<file path="src/rtl/slowclk_rtc_pkg.sv">
package slowclk_rtc_pkg;

  localparam int OFS_CTRL    = 'h00;
  localparam int OFS_SECS    = 'h04;
  localparam int OFS_ALARM   = 'h08;
  localparam int OFS_RELOAD  = 'h0C;
  localparam int OFS_SCRATCH = 'h34;
  localparam int OFS_UNLOCK  = 'h3C;

  localparam logic [31:0] UNLOCK_KEY = 32'h0000_A55A;

  // control register bit positions
  localparam int B_CNT_EN  = 0;
  localparam int B_AL_EN   = 2;
  localparam int B_AL_IE   = 3;
  localparam int B_AL_FLAG = 4;
  localparam int B_HZ_IE   = 5;
  localparam int B_HZ_FLAG = 6;
  localparam int B_READY   = 7;

  // one strobe per protected register, raised for an accepted write
  typedef struct packed {
    logic ctrl;
    logic secs;
    logic alarm;
    logic reload;
    logic scratch;
  } wrStb_t;

endpackage

</file>
<file path="src/rtl/slowclk_rtc_ctrl.sv">
module slowclk_rtc_ctrl
  import slowclk_rtc_pkg::*;
#(
  parameter int ADDR_W   = 8,
  parameter int BUSY_CYC = 3
) (
  input  logic              clk,
  input  logic              rstN,
  input  logic [ADDR_W-1:0] busAddr,
  input  logic              busWr,
  input  logic [31:0]       busWdata,
  output wrStb_t            stb,
  output logic              writeReady,
  output logic              unlocked
);

  logic hitCtrl, hitSecs, hitAlarm, hitReload, hitScratch, hitUnlock;
  logic isProt, accept, keyWrite;

  assign hitCtrl    = busAddr == ADDR_W'(OFS_CTRL);
  assign hitSecs    = busAddr == ADDR_W'(OFS_SECS);
  assign hitAlarm   = busAddr == ADDR_W'(OFS_ALARM);
  assign hitReload  = busAddr == ADDR_W'(OFS_RELOAD);
  assign hitScratch = busAddr == ADDR_W'(OFS_SCRATCH);
  assign hitUnlock  = busAddr == ADDR_W'(OFS_UNLOCK);

  assign isProt   = hitCtrl | hitSecs | hitAlarm | hitReload | hitScratch;
  assign accept   = busWr && writeReady && unlocked && isProt;
  assign keyWrite = busWr && writeReady && hitUnlock && (busWdata == UNLOCK_KEY);

  always_comb begin
    stb.ctrl    = accept && hitCtrl;
    stb.secs    = accept && hitSecs;
    stb.alarm   = accept && hitAlarm;
    stb.reload  = accept && hitReload;
    stb.scratch = accept && hitScratch;
  end

  // unlock is consumed by the protected write it enabled
  always_ff @(posedge clk or negedge rstN) begin
    if (!rstN)         unlocked <= 1'b0;
    else if (accept)   unlocked <= 1'b0;
    else if (keyWrite) unlocked <= 1'b1;
  end

  generate
    if (BUSY_CYC > 0) begin : g_busy
      localparam int CNT_W = $clog2(BUSY_CYC + 1);
      logic [CNT_W-1:0] busyCnt;
      always_ff @(posedge clk or negedge rstN) begin
        if (!rstN)               busyCnt <= '0;
        else if (accept)         busyCnt <= CNT_W'(BUSY_CYC);
        else if (busyCnt != '0)  busyCnt <= busyCnt - CNT_W'(1);
      end
      assign writeReady = (busyCnt == '0);
    end else begin : g_nobusy
      assign writeReady = 1'b1;
    end
  endgenerate

endmodule

</file>
<file path="src/rtl/slowclk_rtc_datapath.sv">
module slowclk_rtc_datapath
  import slowclk_rtc_pkg::*;
#(
  parameter int          PRESC_W    = 32,
  parameter logic [31:0] RELOAD_RST = 32'd32767
) (
  input  logic               clk,
  input  logic               rstN,
  input  wrStb_t             stb,
  input  logic [31:0]        busWdata,
  output logic [PRESC_W-1:0] reloadQ,
  output logic [31:0]        secsQ,
  output logic [31:0]        alarmQ,
  output logic [31:0]        scratchQ,
  output logic               cntEn,
  output logic               alEn,
  output logic               alIe,
  output logic               hzIe,
  output logic               hzFlag,
  output logic               alFlag,
  output logic               tick,
  output logic               irq
);

  logic [PRESC_W-1:0] phase;
  logic [31:0]        secsNext;
  logic               alarmHit;

  assign tick     = cntEn && (phase == reloadQ);
  assign secsNext = secsQ + 32'd1;
  assign alarmHit = tick && alEn && !stb.secs && (secsNext == alarmQ);

  always_ff @(posedge clk or negedge rstN) begin
    if (!rstN) begin
      phase   <= '0;
      reloadQ <= PRESC_W'(RELOAD_RST);
    end else if (stb.reload) begin
      phase   <= '0;
      reloadQ <= busWdata[PRESC_W-1:0];
    end else if (cntEn) begin
      phase   <= tick ? '0 : phase + PRESC_W'(1);
    end
  end

  always_ff @(posedge clk or negedge rstN) begin
    if (!rstN)          secsQ <= '0;
    else if (stb.secs)  secsQ <= busWdata;
    else if (tick)      secsQ <= secsNext;
  end

  always_ff @(posedge clk or negedge rstN) begin
    if (!rstN) begin
      alarmQ   <= '0;
      scratchQ <= '0;
    end else begin
      if (stb.alarm)   alarmQ   <= busWdata;
      if (stb.scratch) scratchQ <= busWdata;
    end
  end

  always_ff @(posedge clk or negedge rstN) begin
    if (!rstN) begin
      cntEn <= 1'b0;
      alEn  <= 1'b0;
      alIe  <= 1'b0;
      hzIe  <= 1'b0;
    end else if (stb.ctrl) begin
      cntEn <= busWdata[B_CNT_EN];
      alEn  <= busWdata[B_AL_EN];
      alIe  <= busWdata[B_AL_IE];
      hzIe  <= busWdata[B_HZ_IE];
    end
  end

  // flags: a new event wins over a clearing write in the same cycle
  always_ff @(posedge clk or negedge rstN) begin
    if (!rstN) begin
      hzFlag <= 1'b0;
      alFlag <= 1'b0;
    end else begin
      if (tick)          hzFlag <= 1'b1;
      else if (stb.ctrl) hzFlag <= hzFlag & busWdata[B_HZ_FLAG];
      if (alarmHit)      alFlag <= 1'b1;
      else if (stb.ctrl) alFlag <= alFlag & busWdata[B_AL_FLAG];
    end
  end

  assign irq = (hzFlag & hzIe) | (alFlag & alIe);

endmodule

</file>
<file path="src/rtl/slowclk_rtc.sv">
module slowclk_rtc
  import slowclk_rtc_pkg::*;
#(
  parameter int          ADDR_W     = 8,
  parameter int          BUSY_CYC   = 3,
  parameter int          PRESC_W    = 32,
  parameter logic [31:0] RELOAD_RST = 32'd32767
) (
  input  logic              clk,
  input  logic              rstN,
  input  logic [ADDR_W-1:0] busAddr,
  input  logic              busWr,
  input  logic [31:0]       busWdata,
  output logic [31:0]       busRdata,
  output logic              irq
);

  wrStb_t             stb;
  logic               writeReady, unlocked;
  logic [PRESC_W-1:0] reloadQ;
  logic [31:0]        secsQ, alarmQ, scratchQ;
  logic               cntEn, alEn, alIe, hzIe, hzFlag, alFlag, tick;

  slowclk_rtc_ctrl #(.ADDR_W(ADDR_W), .BUSY_CYC(BUSY_CYC)) ctrl_i (
    .clk(clk), .rstN(rstN), .busAddr(busAddr), .busWr(busWr),
    .busWdata(busWdata), .stb(stb), .writeReady(writeReady),
    .unlocked(unlocked)
  );

  slowclk_rtc_datapath #(.PRESC_W(PRESC_W), .RELOAD_RST(RELOAD_RST)) dp_i (
    .clk(clk), .rstN(rstN), .stb(stb), .busWdata(busWdata),
    .reloadQ(reloadQ), .secsQ(secsQ), .alarmQ(alarmQ), .scratchQ(scratchQ),
    .cntEn(cntEn), .alEn(alEn), .alIe(alIe), .hzIe(hzIe),
    .hzFlag(hzFlag), .alFlag(alFlag), .tick(tick), .irq(irq)
  );

  always_comb begin
    busRdata = '0;
    if (busAddr == ADDR_W'(OFS_CTRL)) begin
      busRdata[B_READY]   = writeReady;
      busRdata[B_HZ_FLAG] = hzFlag;
      busRdata[B_HZ_IE]   = hzIe;
      busRdata[B_AL_FLAG] = alFlag;
      busRdata[B_AL_IE]   = alIe;
      busRdata[B_AL_EN]   = alEn;
      busRdata[B_CNT_EN]  = cntEn;
    end
    else if (busAddr == ADDR_W'(OFS_SECS))    busRdata = secsQ;
    else if (busAddr == ADDR_W'(OFS_ALARM))   busRdata = alarmQ;
    else if (busAddr == ADDR_W'(OFS_RELOAD))  busRdata = 32'(reloadQ);
    else if (busAddr == ADDR_W'(OFS_SCRATCH)) busRdata = scratchQ;
    else if (busAddr == ADDR_W'(OFS_UNLOCK))  busRdata[31] = unlocked;
  end

endmodule

</file>
<file path="config.mk">
export PLATFORM = sky130hd
export DESIGN_NAME = slowclk_rtc
export DESIGN_NICKNAME = d
export VERILOG_FILES = /design/src/rtl/slowclk_rtc_pkg.sv /design/src/rtl/slowclk_rtc_ctrl.sv /design/src/rtl/slowclk_rtc_datapath.sv /design/src/rtl/slowclk_rtc.sv
export SDC_FILE = /design/constraint.sdc
export NUM_CORES = 1
export LEC_CHECK = 0
export ABC_AREA = 0
export CAP_MARGIN = 15
export CORE_ASPECT_RATIO = 0.5
export CORE_MARGIN = 4
export CORE_UTILIZATION = 55
export DETAILED_ROUTE_END_ITERATION = 8
export PLACE_DENSITY_LB_ADDON = 0.15
export SLEW_MARGIN = 10
export SYNTH_ARGS = -nofsm -noshare
export SYNTH_HDL_FRONTEND = slang
export SYNTH_SLANG_ARGS = --single-unit
</file>
<file path="constraint.sdc">
create_clock -name clk -period 3.6 [get_ports clk]
set_input_delay 0.72 -clock clk [delete_from_list [all_inputs] [get_ports clk]]
set_output_delay 0.72 -clock clk [all_outputs]
set_load 0.1 [all_outputs]
</file>
==> impl_metrics.env, run 1 <==
export IMPL_core_area_um2=17600
export IMPL_synth_nets=1158
export IMPL_cp_arrival_ns=2.81
export IMPL_peakVddDrop_uv=320
export IMPL_setup_viol=0
export IMPL_whs_ns=0.223
export IMPL_end_kind="output pin"
export IMPL_critical_path_required_ns=2.88
export IMPL_drive_above_1_share_pct=22.5
export IMPL_cts_buffers=17
export IMPL_ys_seq_area_share_pct=42.5
export IMPL_critical_path_top_delay_family="buffers and inverters"
export IMPL_synth_edf_count=0
export IMPL_grt_use_total_pct=34.3
export IMPL_cts_path_max_buffers=2
export IMPL_vias=9227
export IMPL_syn_area_um2=10000
export IMPL_cp_cell_sequence="dlygate4sd2_1, nor4_2, buf_4, buf_4, nand2_1, buf_4, nor2_1, buf_4, nand3_1, nand2_2, buf_12"
export IMPL_ant_nets=0
export IMPL_grt_max_degree=83
export IMPL_drc_errors=0
export IMPL_cts_tree="done"
export IMPL_diodes=0
export IMPL_num_rows=34
export IMPL_place_congestion=0.996
export IMPL_cts_root_buffer="clkbuf_16"
export IMPL_htreeDepth=4
export IMPL_ys_warn_count=0
export IMPL_nets=1242
export IMPL_clkTransAtPathRegs_ns=0.06
export IMPL_hold_path_class="input port to asynchronous set/reset pin"
export IMPL_clock_fmax_ghz=0.284
export IMPL_worst_pin_slew_ns=0.782
export IMPL_mostFrequentLayoutCells="nand2_1 (167), dfrtp_1 (154), nor2_1 (95)"
export IMPL_leakage_nw=5.84
export IMPL_cts_sinks=169
export IMPL_wl_um=34700
export IMPL_die_h_um=103
export IMPL_layout_min_cycle_time_ns=3.53
export IMPL_avgSynthCellArea_um2=9.00
export IMPL_crit_buf_inv=6
export IMPL_grt_pass1_vias=8712
export IMPL_start_kind="input port"
export IMPL_dieArea_um2=20500
export IMPL_power_total_w=0.00393
export IMPL_drt_iter0_drc=1018
export IMPL_slew_violations=0
export IMPL_hold_viol=0
export IMPL_insertion_delay_ns=0.44
export IMPL_slowest_stage="nor4_2"
export IMPL_yosysUniqueCellTypes=53
export IMPL_cp_max_fo=8
export IMPL_setup_tns_final_ns=0
export IMPL_max_cap_violations=0
export IMPL_dpl_instance_area_um2=11800
export IMPL_slowest_delay_ns=0.31
export IMPL_initial_core_util_pct=56.8
export IMPL_rrSetupSlack_ns=0.35
export IMPL_wl_per_cell_um=24.0
export IMPL_antenna_found_initial=2
export IMPL_io_pins=76
export IMPL_path_common_cell="buf_4"
export IMPL_viasPerCell=6.39
export IMPL_port_buffers=75
export IMPL_n_fill_cell=1389
export IMPL_p_per_area_nw_per_um2=315
export IMPL_synth_seq_cells=169
export IMPL_post_route_period_util_pct=97.9
export IMPL_dieWidth_um=199
export IMPL_final_common_cell="nand2_1"
export IMPL_synthToLayoutAreaGrowth_pct=25.0
export IMPL_finalClockSkew_ns=0.00858
export IMPL_final_area_um2=12500
export IMPL_worstSetupPathType="input port to output pin"
export IMPL_max_slew_margin_rel_pct=47.3
export IMPL_status="finished, final reports clean"
export IMPL_overflow=0
export IMPL_grt_pass1_wl_um=52600
export IMPL_dr_pass1_iters=5
export IMPL_synthFlopType="dfrtp_1"
export IMPL_fin_util_pct=71.0
export IMPL_async_reset_ff_share_pct=100
export IMPL_synth_cells=1112
export IMPL_dp_hpwl_um=24900
stage by stage:
step / cells / setup slack, ns
2_1_floorplan: 1112 / -0.160
3_3_place_gp: 1405 / 0.0119
3_5_place_dp: 1405 / -0.0562
4_1_cts: 1444 / 0.0255
5_1_grt: 1443 / -0.0112
6_report: 1443 / 0.0748
kinds of logic (layout without fill, tap and decap cells):
kind of cell             Yosys count  in the layout  share of synthesized area (%)
AO/OA/AOI/OAI                    171            171                           10.5
multiplexers                      87             87                           9.61
XOR/XNOR                         131            131                           11.5
AND/OR/NAND/NOR                  455            455                           21.7
buffers and inverters             96            193                           3.90
flip-flops                       169            169                           42.5
adder cells (fa/ha/maj)            3              3                          0.375
final cells by class:
type,count,area [um^2],area share [%]
timing repair buffer,135,1610,12.8
tap,234,293,2.34
multi-input combinational,847,5700,45.6
inverter,26,97.6,0.780
clock inverter,13,121,0.971
clock buffer,19,443,3.54
sequential,169,4250,34.0
Yosys cell counts, types with 3 or more instances:
master | n | area (um^2)
o211ai_1 | 4 | 30.0
nor2_1 | 96 | 360
nand2_1 | 178 | 668
a31oi_1 | 11 | 68.8
xor2_1 | 62 | 543
ha_1 | 3 | 37.5
nand4_1 | 31 | 194
nand3_1 | 33 | 165
inv_1 | 25 | 93.8
buf_2 | 12 | 60.1
xnor2_1 | 69 | 604
and3_1 | 20 | 125
o21ai_0 | 21 | 105
a211oi_1 | 4 | 30.0
or3_1 | 4 | 25.0
o21a_1 | 8 | 60.1
nor3b_1 | 3 | 22.5
a2bb2oi_1 | 8 | 70.1
clkbuf_1 | 49 | 184
mux2_2 | 72 | 811
a21oi_1 | 78 | 390
buf_1 | 7 | 26.3
or4_1 | 8 | 60.1
a221oi_1 | 17 | 149
dfstp_2 | 15 | 394
nor4_1 | 22 | 138
o22ai_1 | 10 | 62.6
dfrtp_1 | 154 | 3850
nor3_1 | 29 | 145
and4_1 | 10 | 87.6
nor2b_1 | 8 | 50.1
mux2i_1 | 15 | 150
path summary, 6_finish.rpt:
path	from	endpoint	depth (start not counted)
worst max register to register	dp_i.secsQ[3]$_DFFE_PN0P_	dp_i.alFlag$_DFFE_PN0P_	7
worst max-delay path	busAddr[0]	busRdata[28]	11
min in group clk	dp_i.reloadQ[9]$_DFFE_PN1N_	dp_i.reloadQ[9]$_DFFE_PN1N_	2
worst min register to register	dp_i.reloadQ[9]$_DFFE_PN1N_	dp_i.reloadQ[9]$_DFFE_PN1N_	2
worst min-delay path	rstN	dp_i.phase[6]$_DFFE_PN0P_	1
max in group asynchronous	rstN	dp_i.alarmQ[9]$_DFFE_PN0P_	2
flip-flops by register name, summed over array words and instances, names as in the netlist, 2 cells and up:
register,cells
ctrl_i.g_busy.busyCnt,2
dp_i.secsQ,32
dp_i.reloadQ,32
dp_i.phase,32
dp_i.scratchQ,32
dp_i.alarmQ,32
worst reg2reg max path: cells and delay by family (launching register included):
kind / cells / cell delay (ns)
DFF: 1 / 0.60
and+or+nand+nor: 5 / 1.84
AOI/OAI and AO/OA: 2 / 0.70
routing by layer:
metal	GRT usage, %	vias to the layer above	part of all wire, %
met5	0	-	0.020
met4	8.51	2	2.1
met2	50.0	502	42
met3	11.9	79	13
li1	-	4066	-
met1	49.3	4578	43
power by group:
group / internal, W / total [W] / switching, W
Combinational: 0.0000753 / 0.000226 / 0.000151
Clock: 0.000977 / 0.00181 / 0.000831
Sequential: 0.00190 / 0.00190 / 0
Total: 0.00295 / 0.00393 / 0.000982
repair_timing:
action | in CTS | in global routing
setup buffers | 5 | 1
hold buffers | 0 | 0
pin swaps | 10 | 8
gates cloned | 2 | 0
resized for setup | 16 | 14
setup endpoints to repair | 13 | 21
(Power assumes the default switching activity.)
==> inputs of run 2 (changes only) <==
--- a/config.mk
+++ b/config.mk
@@ -11,7 +11,7 @@
 export CORE_MARGIN = 4
 export CORE_UTILIZATION = 55
 export DETAILED_ROUTE_END_ITERATION = 8
-export PLACE_DENSITY_LB_ADDON = 0.15
+export PLACE_DENSITY = 0.85
 export SLEW_MARGIN = 10
 export SYNTH_ARGS = -nofsm -noshare
 export SYNTH_HDL_FRONTEND = slang
==> run 2 against run 1 <==
Effect of this change: via count is 1.5% higher; clock-buffer cell count is 2 lower; combinational power hardly changed; clock skew is 0.0015 ns higher; clock power is 4% higher; critical path depth is 2 lower; register-to-register slack better by 0.10 ns; design area is 0.80% lower; die area stayed put; critical path type unchanged; largest power group unchanged.
==> impl_metrics.env, run 2 (synthesis gave the netlist of run 1 again) <==
export IMPL_cts_root_buffer="clkbuf_16"
export IMPL_final_common_cell="nand2_1"
export IMPL_grt_use_total_pct=33.0
export IMPL_cts_buffers=17
export IMPL_clkTransAtPathRegs_ns=0.07
export IMPL_viasPerCell=6.56
export IMPL_fin_cells=1428
export IMPL_hold_buffers=0
export IMPL_hold_viol=0
export IMPL_drc_errors=0
export IMPL_num_rows=34
export IMPL_leakage_nw=5.81
export IMPL_wl_per_cell_um=23.6
export IMPL_worstSetupPathType="input port to output pin"
export IMPL_die_h_um=103
export IMPL_dp_hpwl_um=24000
export IMPL_dieWidth_um=199
export IMPL_cts_tree="done"
export IMPL_drive_above_1_share_pct=21.1
export IMPL_grt_pass1_vias=9103
export IMPL_rrSetupSlack_ns=0.45
export IMPL_cp_max_fo=10
export IMPL_power_total_w=0.00401
export IMPL_fin_util_pct=70.4
export IMPL_worst_r2r_path_depth=7
export IMPL_cts_sinks=169
export IMPL_cts_path_max_buffers=2
export IMPL_end_kind="output pin"
export IMPL_io_pins=76
export IMPL_setup_tns_final_ns=0
export IMPL_cp_arrival_ns=2.86
export IMPL_ant_nets=0
export IMPL_initial_core_util_pct=56.8
export IMPL_n_fill_cell=1247
export IMPL_vias=9364
export IMPL_max_cap_violations=0
export IMPL_status="finished, final reports clean"
export IMPL_dp_cells=1393
export IMPL_wl_um=33700
export IMPL_insertion_delay_ns=0.44
export IMPL_clock_fmax_ghz=0.279
export IMPL_grt_pass1_wl_um=51700
export IMPL_drt_iter0_drc=1142
export IMPL_antenna_found_initial=0
export IMPL_dr_pass1_iters=6
export IMPL_start_kind="input port"
export IMPL_place_congestion=1.01
export IMPL_max_slew_margin_rel_pct=46.8
export IMPL_layout_min_cycle_time_ns=3.58
export IMPL_setup_viol=0
export IMPL_slew_violations=0
export IMPL_r2r_start="dp_i.phase[27]$_DFFE_PN0P_"
export IMPL_critical_path_required_ns=2.88
export IMPL_synthToLayoutAreaGrowth_pct=24.0
export IMPL_overflow=0
export IMPL_nets=1227
export IMPL_hold_path_class="input port to asynchronous set/reset pin"
export IMPL_finalClockSkew_ns=0.0101
export IMPL_r2r_end="dp_i.alFlag$_DFFE_PN0P_"
export IMPL_worst_pin_slew_ns=0.792
export IMPL_htreeDepth=4
export IMPL_post_route_period_util_pct=99.5
export IMPL_peakVddDrop_uv=346
export IMPL_port_buffers=75
export IMPL_p_per_area_nw_per_um2=323
export IMPL_grt_max_degree=82
export IMPL_dieArea_um2=20500
export IMPL_mostFrequentLayoutCells="nand2_1 (168), dfrtp_1 (154), nor2_1 (95)"
export IMPL_core_area_um2=17600
export IMPL_diodes=0
run 2: cell types whose count changed in the layout (fill, tap and decap cells not counted), sizes merged:
cell and delta:
buf -17, inv +4, dlygate4sd2 -3, clkinv -2
bufinv +1, dlymetal6s2s +3, clkinvlp -1
run 2: how the worst max path moves through the flow:
stage	startpoint	endpoint	depth (start not counted)
2_1_floorplan	busAddr[7]	busRdata[30]	8
6_report	busAddr[5]	busRdata[30]	9
5_1_grt	busAddr[5]	busRdata[19]	9
4_1_cts	busAddr[7]	busRdata[22]	11
3_3_place_gp	busAddr[7]	busRdata[13]	11
3_5_place_dp	busAddr[7]	busRdata[22]	11
run 2: cell type report:
| class | count | area (um^2) | area share, % |
|---|---|---|---|
| well taps | 234 | 293 | 2.36 |
| multi-input cells | 847 | 5660 | 45.6 |
| inverters | 26 | 97.6 | 0.787 |
| flip-flops and latches | 169 | 4250 | 34.2 |
| clock buffers | 17 | 425 | 3.43 |
| repair buffers | 120 | 1510 | 12.2 |
| clock inverters | 15 | 166 | 1.34 |
run 2: critical path: stages:
cell and delay, ns:
clkdlybuf4s50_1 0.48, nor2_1 0.28, nand2_1 0.25, nor3_2 0.23, buf_6 0.23, a21oi_1 0.12, a2bb2oi_1 0.15, o22ai_2 0.19
buf_12 0.21
run 2: stage by stage:
step / worst slack [ns] / hold slack, ns / area [um^2]
after floorplan: -0.160 / 0.424 / 10200
after global placement: -0.0269 / 0.470 / 11700
after detailed placement: -0.0711 / 0.475 / 11700
after CTS: 0.0157 / 0.363 / 12300
after global routing: -0.0282 / 0.380 / 12400
final: 0.0173 / 0.328 / 12400
run 2: what timing repair did:
item                       CTS  global route
setup buffers                1             0
gates resized for setup      3            17
pin swaps                    2            12
cloned                       0             2
setup endpoints to repair    6            17
run 2: where the power goes:
part	internal (W)	switching (W)	leakage [nW]	total, W
registers	0.00190	0	2.11	0.00190
logic	0.0000737	0.000149	3.40	0.000223
clock network	0.00104	0.000849	0.293	0.00189
run 2: layer usage:
metal / vias to the layer above / global-route usage (%) / routed length (um) / part of all wire [%]
li1: 4033 / - / - / -
met1: 4514 / 45.3 / 13000 / 38
met2: 682 / 48.5 / 14400 / 43
met3: 135 / 12.7 / 5260 / 16
met4: 0 / 10.9 / 1140 / 3.4
met5: - / 0 / 0 / 0
